File: src/rtl/dsp_pkg.sv
package dsp_pkg;
  // Synchronised pin events passed from the input stage to the shifter
  typedef struct packed {
    logic cs_low;
    logic cs_fall;
    logic cs_rise;
    logic sclk_fall;
    logic cnv_fall;
  } pin_events_t;
endpackage

File: src/rtl/dsp_pin_sync.sv
module dsp_pin_sync #(
  parameter int             W       = 3,
  parameter int             STAGES  = 2,
  parameter logic [W-1:0]   RST_VAL = '1
) (
  input  logic         clk,
  input  logic         rst,
  input  logic [W-1:0] pin,
  output logic [W-1:0] lvl,
  output logic [W-1:0] fall,
  output logic [W-1:0] rise
);
  localparam int LAST = STAGES - 1;

  for (genvar g = 0; g < W; g++) begin : g_bit
    logic [STAGES-1:0] sh;
    logic              prev;
    always_ff @(posedge clk) begin
      if (rst) begin
        sh   <= {STAGES{RST_VAL[g]}};
        prev <= RST_VAL[g];
      end else begin
        sh   <= {sh[STAGES-2:0], pin[g]};
        prev <= sh[LAST];
      end
    end
    assign lvl[g]  = sh[LAST];
    assign fall[g] = prev & ~sh[LAST];
    assign rise[g] = ~prev & sh[LAST];
  end
endmodule

File: src/rtl/dsp_conv_timer.sv
module dsp_conv_timer #(
  parameter int DATA_W      = 12,
  parameter int CONV_CYCLES = 16
) (
  input  logic              clk,
  input  logic              rst,
  input  logic              start,
  input  logic [DATA_W-1:0] res_a,
  input  logic [DATA_W-1:0] res_b,
  output logic              busy,
  output logic              done,
  output logic [DATA_W-1:0] lat_a,
  output logic [DATA_W-1:0] lat_b
);
  localparam int CW = (CONV_CYCLES > 2) ? $clog2(CONV_CYCLES) : 1;

  logic [CW-1:0] cnt;

  always_ff @(posedge clk) begin
    if (rst) begin
      busy  <= 1'b0;
      done  <= 1'b0;
      cnt   <= '0;
      lat_a <= '0;
      lat_b <= '0;
    end else begin
      done <= 1'b0;
      if (!busy) begin
        if (start) begin
          busy <= 1'b1;
          cnt  <= CW'(CONV_CYCLES - 1);
        end
      end else if (cnt == '0) begin
        busy  <= 1'b0;
        done  <= 1'b1;
        lat_a <= res_a;
        lat_b <= res_b;
      end else begin
        cnt <= cnt - 1'b1;
      end
    end
  end

  // Independent window counter for the conversion length check
  logic [CW:0] win;
  always_ff @(posedge clk) begin
    if (rst) win <= '0;
    else     win <= busy ? win + 1'b1 : '0;
  end


  busy_window_chk: assert property (@(posedge clk) disable iff (rst)
    $fell(busy) |-> win == (CW+1)'(CONV_CYCLES));

  start_raises_busy_chk: assert property (@(posedge clk) disable iff (rst)
    (start && !busy) |=> busy);

  capture_on_end_chk: assert property (@(posedge clk) disable iff (rst)
    !done |-> ($stable(lat_a) && $stable(lat_b)));
endmodule

File: src/rtl/dsp_out_shifter.sv
module dsp_out_shifter
  import dsp_pkg::*;
#(
  parameter int DATA_W = 12
) (
  input  logic              clk,
  input  logic              rst,
  input  pin_events_t       ev,
  input  logic              busy,
  input  logic              done,
  input  logic [DATA_W-1:0] lat_a,
  input  logic [DATA_W-1:0] lat_b,
  output logic              dout_a,
  output logic              dout_b,
  output logic              oe_a,
  output logic              oe_b
);
  localparam int TOT = 2 * DATA_W;
  localparam int BW  = $clog2(TOT + 1);

  logic [BW-1:0]  cnt, cnt_nx;
  logic           oe_nx;
  logic [TOT-1:0] word_a, word_b;

  assign word_a = {lat_a, lat_b};
  assign word_b = {lat_b, lat_a};

  function automatic logic pick(input logic [TOT-1:0] w, input logic [BW-1:0] idx);
    int p;
    p = TOT - 1 - int'(idx);
    return (int'(idx) < TOT) ? w[p] : 1'b0;
  endfunction

  always_comb begin
    cnt_nx = cnt;
    oe_nx  = oe_a;
    if (ev.cs_fall) begin
      oe_nx  = 1'b1;
      cnt_nx = '0;
    end else if (ev.cs_rise) begin
      oe_nx  = 1'b0;
    end else if (ev.sclk_fall && ev.cs_low && !busy && cnt != BW'(TOT)) begin
      cnt_nx = cnt + 1'b1;
    end
    if (done) cnt_nx = '0;
  end

  always_ff @(posedge clk) begin
    if (rst) begin
      cnt    <= '0;
      oe_a   <= 1'b0;
      oe_b   <= 1'b0;
      dout_a <= 1'b0;
      dout_b <= 1'b0;
    end else begin
      cnt    <= cnt_nx;
      oe_a   <= oe_nx;
      oe_b   <= oe_nx;
      dout_a <= oe_nx & pick(word_a, cnt_nx);
      dout_b <= oe_nx & pick(word_b, cnt_nx);
    end
  end


  cs_fall_enables_chk: assert property (@(posedge clk) disable iff (rst)
    ev.cs_fall |=> (oe_a && oe_b));

  coincident_edge_chk: assert property (@(posedge clk) disable iff (rst)
    (ev.cs_fall && ev.sclk_fall && !done) |=> cnt == '0);

  cs_rise_disables_chk: assert property (@(posedge clk) disable iff (rst)
    (ev.cs_rise && !ev.cs_fall) |=> (!oe_a && !oe_b));

  busy_freezes_chk: assert property (@(posedge clk) disable iff (rst)
    (busy && ev.sclk_fall && !ev.cs_fall) |=> $stable(cnt));

  tail_zero_chk: assert property (@(posedge clk) disable iff (rst)
    (cnt == BW'(TOT)) |-> (!dout_a && !dout_b));

  idle_zero_chk: assert property (@(posedge clk) disable iff (rst)
    !oe_a |-> (!dout_a && !dout_b));
endmodule

File: src/rtl/dual_adc_serial_port.sv
module dual_adc_serial_port
  import dsp_pkg::*;
#(
  parameter int DATA_W      = 12,
  parameter int CONV_CYCLES = 16,
  parameter int SYNC_STAGES = 2
) (
  input  logic              clk,
  input  logic              rst,
  input  logic              cnv_n,
  input  logic              cs_n,
  input  logic              sclk,
  input  logic [DATA_W-1:0] res_a,
  input  logic [DATA_W-1:0] res_b,
  output logic              busy,
  output logic              dout_a,
  output logic              dout_b,
  output logic              oe_a,
  output logic              oe_b
);
  // bit 0: convert start, bit 1: chip select, bit 2: serial clock
  logic [2:0]  lvl, fall, rise;
  pin_events_t ev;
  logic        done;
  logic [DATA_W-1:0] lat_a, lat_b;

  dsp_pin_sync #(.W(3), .STAGES(SYNC_STAGES), .RST_VAL(3'b011)) u_sync (
    .clk(clk), .rst(rst), .pin({sclk, cs_n, cnv_n}),
    .lvl(lvl), .fall(fall), .rise(rise)
  );

  assign ev.cs_low    = ~lvl[1];
  assign ev.cs_fall   = fall[1];
  assign ev.cs_rise   = rise[1];
  assign ev.sclk_fall = fall[2];
  assign ev.cnv_fall  = fall[0];

  dsp_conv_timer #(.DATA_W(DATA_W), .CONV_CYCLES(CONV_CYCLES)) u_timer (
    .clk(clk), .rst(rst), .start(ev.cnv_fall), .res_a(res_a), .res_b(res_b),
    .busy(busy), .done(done), .lat_a(lat_a), .lat_b(lat_b)
  );

  dsp_out_shifter #(.DATA_W(DATA_W)) u_shift (
    .clk(clk), .rst(rst), .ev(ev), .busy(busy), .done(done),
    .lat_a(lat_a), .lat_b(lat_b),
    .dout_a(dout_a), .dout_b(dout_b), .oe_a(oe_a), .oe_b(oe_b)
  );
endmodule

File: config.mk
export PLATFORM = sky130hd
export DESIGN_NAME = dual_adc_serial_port
export DESIGN_NICKNAME = d
export VERILOG_FILES = /design/src/rtl/dsp_pkg.sv /design/src/rtl/dsp_pin_sync.sv /design/src/rtl/dsp_conv_timer.sv /design/src/rtl/dsp_out_shifter.sv /design/src/rtl/dual_adc_serial_port.sv
export SDC_FILE = /design/constraint.sdc
export NUM_CORES = 1
export LEC_CHECK = 0
export BUFFER_PORTS_ARGS = -buffer_cell sky130_fd_sc_hd__buf_4
export CAP_MARGIN = 30
export CORE_MARGIN = 2
export CORE_UTILIZATION = 52
export DETAILED_ROUTE_END_ITERATION = 10
export PLACE_DENSITY = 0.74
export SYNTH_ARGS = -nofsm -noshare
export SYNTH_HDL_FRONTEND = slang
export SYNTH_SLANG_ARGS = --single-unit
export TNS_END_PERCENT = 20
File: constraint.sdc
create_clock -name clk -period 6.4 [get_ports clk]
set_clock_uncertainty 0.05 [all_clocks]
set_input_delay 1.28 -clock clk [delete_from_list [all_inputs] [get_ports clk]]
set_output_delay 1.28 -clock clk [all_outputs]
set_load 0.005 [all_outputs]
==> results.txt <==
The flow ran to the end, and the final reports show no timing, DRC or antenna violations. Post-CTS timing repair inserted 0 buffers for setup. The overall power is 0.612 mW. Adding up every negative setup slack in the final design gives 0 ns. The detail-routed net length per standard cell came out at 12.6 um.

The final cell area excluding filler cells is 0.00251 mm2. For this block, the routed nets add up to 4170 um of wire. Once detailed placement completed, the half-perimeter wirelength came to 2890 um. The site row count is 23. The biggest area contributor in the post-synthesis netlist is sky130_fd_sc_hd__dfxtp_1.

For this design the top-level I/O count stands at 34. Among cell families on the critical path, the largest total delay comes from compound AO/OA/AOI/OAI gates. Counting the buffers created by CTS gives 5. The maximum resistive drop on vdd is 0.144 mV. The combined buffer and inverter count along the critical path is 1. The arrival time of data at the critical path endpoint came out at 2.62 ns. The effective utilization at floorplan is 0.538.

The deepest level of the CTS H-tree is 2. The number of clock sinks is 47. The cell leakage power came out at 0.945 nW. On the worst path, the slowest cell contributes a delay of 0.48 ns. Dividing the final minimum period by the clock period gives 0.382. After synthesis, the cell types taking the most area are sky130_fd_sc_hd__dfxtp_1 (44%), sky130_fd_sc_hd__nand2_1 (9.1%), sky130_fd_sc_hd__a21oi_1 (6.8%). Synthesis produced a netlist with a net count of 286.

In this run the standard cell core region covers 0.00397 mm2. A synthesized cell averages 8.44 um2. Across every metal layer, demand over resource in global routing totals 0.195. For this run, the register share of the synthesized area comes to 0.441. In this run, the number of DRC markers left after iteration 0 of detailed routing was 132. The number of nets in the layout is 312. The share of Yosys cell area claimed by the top area cell type is 0.441. The power per unit of standard cell area came out at 243 mW/mm2. The top achievable clock speed is 409 MHz. The antenna cell count is 0. Setup repair after global routing left no endpoint under its margin.

Traced cell by cell, the critical path runs through inv_1, ha_1, and4b_1, o21ai_1, a21o_1, a211oi_2, a211oi_1, o211ai_1, a31oi_1. The total cell area at the placement stage came out at 0.00238 mm2. Dividing the detail-routed via count by the number of cells gives 5.41.

The source-to-sink clock delay at the later pin of the worst-skew pair is 0.30 ns. The actual transition at the worst max-transition pin is 0.949 ns. The number of fill cells in the layout came out at 349. The final weighted congestion of routability-driven global placement came out at 0.865. The worst setup path is launched from a register. The post-CTS resize count is 0. In this run the remaining antenna-violating nets after routing total 0. The largest driver fanout on the critical path came out at 17. Buffers placed on the I/O ports in this run total 33. The number of failing hold endpoints at the final stage is 0.

The pin count of the biggest net entering global routing came out at 46. Across the run, the number of max-cap violations was 0. The relative area change from synthesis to final layout came out at 17.8%.

In this run the horizontal extent of the chip is 68.1 um. The chip height is 68.1 um. The min-delay analysis places its worst path in the category reg -> reg. The clock transition at the registers of the reported paths is 0.08 ns. Clock tree synthesis selected as its root buffer the cell sky130_fd_sc_hd__clkbuf_8. The fraction of final layout cells sized beyond drive strength 1 came out at 0.221. The initial antenna violation count came to 0. The first-pass GRT wire length is 6920 um. The worst setup path is of the reg -> reg kind. In this run, post-CTS hold repair placed 0 buffers.

The max-slew headroom at the worst pin came out at 0.367. The overall die area is 0.00464 mm2. The maximum buffer depth of the clock tree came out at 2. The data required time at the worst endpoint is 6.58 ns. The detailed-route via count came out at 1,784. Yosys printed 0 warnings.

The synthesized netlist cell count came out at 253. TritonCTS built the clock tree. The number of register bits inferred by synthesis is 47. The setup violation total in the final timing report came out at 0. The critical path endpoint category is a register. The post-synthesis cell type count is 39. The cell with the biggest individual delay on the critical path is sky130_fd_sc_hd__a21o_1. Before antenna repair, the detailed router went through 4 iterations. The number of global-route vias before repair is 1,585.

The total congestion overflow came out at 0. The number of remaining DRC errors is 0. The number of slew-limit violations in the final report came out at 0. The synthesized cell area is 0.00214 mm2. The post-route minimum period is 2.45 ns.
## metal layers
layer | up-vias | GRT usage | share of wire
li1 | 919 | - | -
met1 | 821 | 0.258 | 0.48
met2 | 37 | 0.308 | 0.47
met3 | 7 | 0.0411 | 0.038
met4 | 0 | 0.0800 | 0.014
met5 | - | 0 | 0
## state kept, by name, indices dropped and copies added (netlist names)
name and count:
u_timer.done 1, u_shift.cnt 5, u_timer.lat_a 12, u_sync.g_bit.prev 3, u_shift.oe_a 1, u_timer.busy 1, u_timer.lat_b 12, u_shift.dout_b 1
u_shift.dout_a 1, u_sync.g_bit.sh 6, u_timer.cnt 4
## kinds of logic (layout without fill, tap and decap cells)
group	Yosys count	in the layout	synth area share
and+or+nand+nor	104	104	0.243
buffers and inverters	26	53	0.0551
xor gates and xnor gates	2	2	0.00820
muxes	4	4	0.0187
DFF	47	47	0.441
adders and majority gates	4	4	0.0234
AOI/OAI and AO/OA	66	66	0.211
## final timing paths
path                                            start                    end  slack (ns)  depth (start not counted)
worst max-delay path                   u_shift.cnt[0]         u_shift.dout_b        3.95                          9
worst max register to register         u_shift.cnt[0]         u_shift.dout_b        3.95                          9
worst min register to register  u_sync.g_bit[1].sh[0]  u_sync.g_bit[1].sh[1]        0.36                          1
worst min-delay path            u_sync.g_bit[1].sh[0]  u_sync.g_bit[1].sh[1]        0.36                          1
## cells in the mapped netlist
master and count:
sky130_fd_sc_hd__a211o_2 2, sky130_fd_sc_hd__a211oi_1 10, sky130_fd_sc_hd__a211oi_2 4, sky130_fd_sc_hd__a21o_1 3, sky130_fd_sc_hd__a21oi_1 29, sky130_fd_sc_hd__a21oi_4 1
sky130_fd_sc_hd__a311oi_1 2, sky130_fd_sc_hd__a31oi_1 2, sky130_fd_sc_hd__and3_1 4, sky130_fd_sc_hd__and3_2 2, sky130_fd_sc_hd__and4b_1 1, sky130_fd_sc_hd__buf_2 1
sky130_fd_sc_hd__buf_4 3, sky130_fd_sc_hd__buf_6 1, sky130_fd_sc_hd__clkbuf_1 10, sky130_fd_sc_hd__dfxtp_1 47, sky130_fd_sc_hd__ha_1 4, sky130_fd_sc_hd__inv_1 11
sky130_fd_sc_hd__mux2i_1 4, sky130_fd_sc_hd__nand2_1 52, sky130_fd_sc_hd__nand2_2 1, sky130_fd_sc_hd__nand2b_1 1, sky130_fd_sc_hd__nand3_1 2, sky130_fd_sc_hd__nand3_4 1
sky130_fd_sc_hd__nand4_1 2, sky130_fd_sc_hd__nand4b_1 1, sky130_fd_sc_hd__nor2_1 13, sky130_fd_sc_hd__nor2b_1 5, sky130_fd_sc_hd__nor3_1 9, sky130_fd_sc_hd__nor4b_4 1
sky130_fd_sc_hd__o211a_1 2, sky130_fd_sc_hd__o211ai_1 2, sky130_fd_sc_hd__o21ai_0 7, sky130_fd_sc_hd__o21ai_1 1, sky130_fd_sc_hd__o21ai_4 1, sky130_fd_sc_hd__or2_2 6
sky130_fd_sc_hd__or3_1 2, sky130_fd_sc_hd__or4b_4 1, sky130_fd_sc_hd__xor2_1 2
## worst reg2reg max path, delay by kind of cell, from the launching register on
kind | cells | cell delay (ns)
compound gates | 6 | 1.30
fa+ha+maj | 1 | 0.22
buf+inv | 1 | 0.12
flops | 1 | 0.42
simple gates | 1 | 0.26
## per-stage QoR
stage,instances,utilization,hold WS [ns],worst slack (ns)
2_1_floorplan,253,-,0.339,4.26
3_3_place_gp,322,0.600,0.342,4.03
3_5_place_dp,322,0.600,0.347,4.02
4_1_cts,330,0.633,0.369,3.96
5_1_grt,330,0.633,0.379,3.74
6_report,330,0.633,0.365,3.95
## report_power, final
group          internal (mW)  switching [mW]  leakage [nW]
combinational         0.0248          0.0253         0.498
clock                  0.156          0.0946        0.0654
sequential             0.303         0.00809         0.382
total                  0.484           0.128         0.945
## final cells by class
| cell class | count | area, um2 | area share |
|---|---|---|---|
| Multi-Input combinational cell | 180 | 1080 | 0.430 |
| Sequential cell | 47 | 941 | 0.374 |
| Timing Repair Buffer | 34 | 255 | 0.101 |
| Clock buffer | 6 | 72.6 | 0.0289 |
| Tap cell | 50 | 62.6 | 0.0249 |
| Clock inverter | 2 | 60.1 | 0.0239 |
| Inverter | 11 | 41.3 | 0.0164 |
## layout by cell type (no fill, tap or decap)
cell / n
sky130_fd_sc_hd__xor2_1: 2
sky130_fd_sc_hd__nand3_4: 1
sky130_fd_sc_hd__nand2_1: 52
sky130_fd_sc_hd__clkbuf_1: 1
sky130_fd_sc_hd__and3_2: 2
sky130_fd_sc_hd__clkbuf_8: 5
sky130_fd_sc_hd__bufinv_16: 2
sky130_fd_sc_hd__nor2b_1: 5
sky130_fd_sc_hd__nand2b_1: 1
sky130_fd_sc_hd__ha_1: 4
sky130_fd_sc_hd__nor3_2: 1
sky130_fd_sc_hd__dfxtp_1: 47
sky130_fd_sc_hd__or3_1: 2
sky130_fd_sc_hd__o211a_1: 2
sky130_fd_sc_hd__a211o_2: 2
sky130_fd_sc_hd__and3_1: 4
sky130_fd_sc_hd__nor4b_4: 1
sky130_fd_sc_hd__nand3_1: 2
sky130_fd_sc_hd__or2_2: 6
sky130_fd_sc_hd__nand4_1: 2
sky130_fd_sc_hd__a31oi_1: 2
sky130_fd_sc_hd__or4b_4: 1
sky130_fd_sc_hd__and4b_1: 1
sky130_fd_sc_hd__buf_4: 34
sky130_fd_sc_hd__o21ai_0: 7
sky130_fd_sc_hd__nor3_1: 8
sky130_fd_sc_hd__a211oi_2: 4
sky130_fd_sc_hd__o21ai_4: 1
sky130_fd_sc_hd__a21oi_1: 29
sky130_fd_sc_hd__nor2_1: 13
sky130_fd_sc_hd__a311oi_1: 2
sky130_fd_sc_hd__mux2i_1: 4
sky130_fd_sc_hd__a21o_1: 3
sky130_fd_sc_hd__nand4b_1: 1
sky130_fd_sc_hd__o211ai_1: 2
sky130_fd_sc_hd__inv_1: 11
sky130_fd_sc_hd__a211oi_1: 10
sky130_fd_sc_hd__a21oi_4: 1
sky130_fd_sc_hd__nand2_2: 1
sky130_fd_sc_hd__o21ai_1: 1
(Power assumes the default switching activity.)
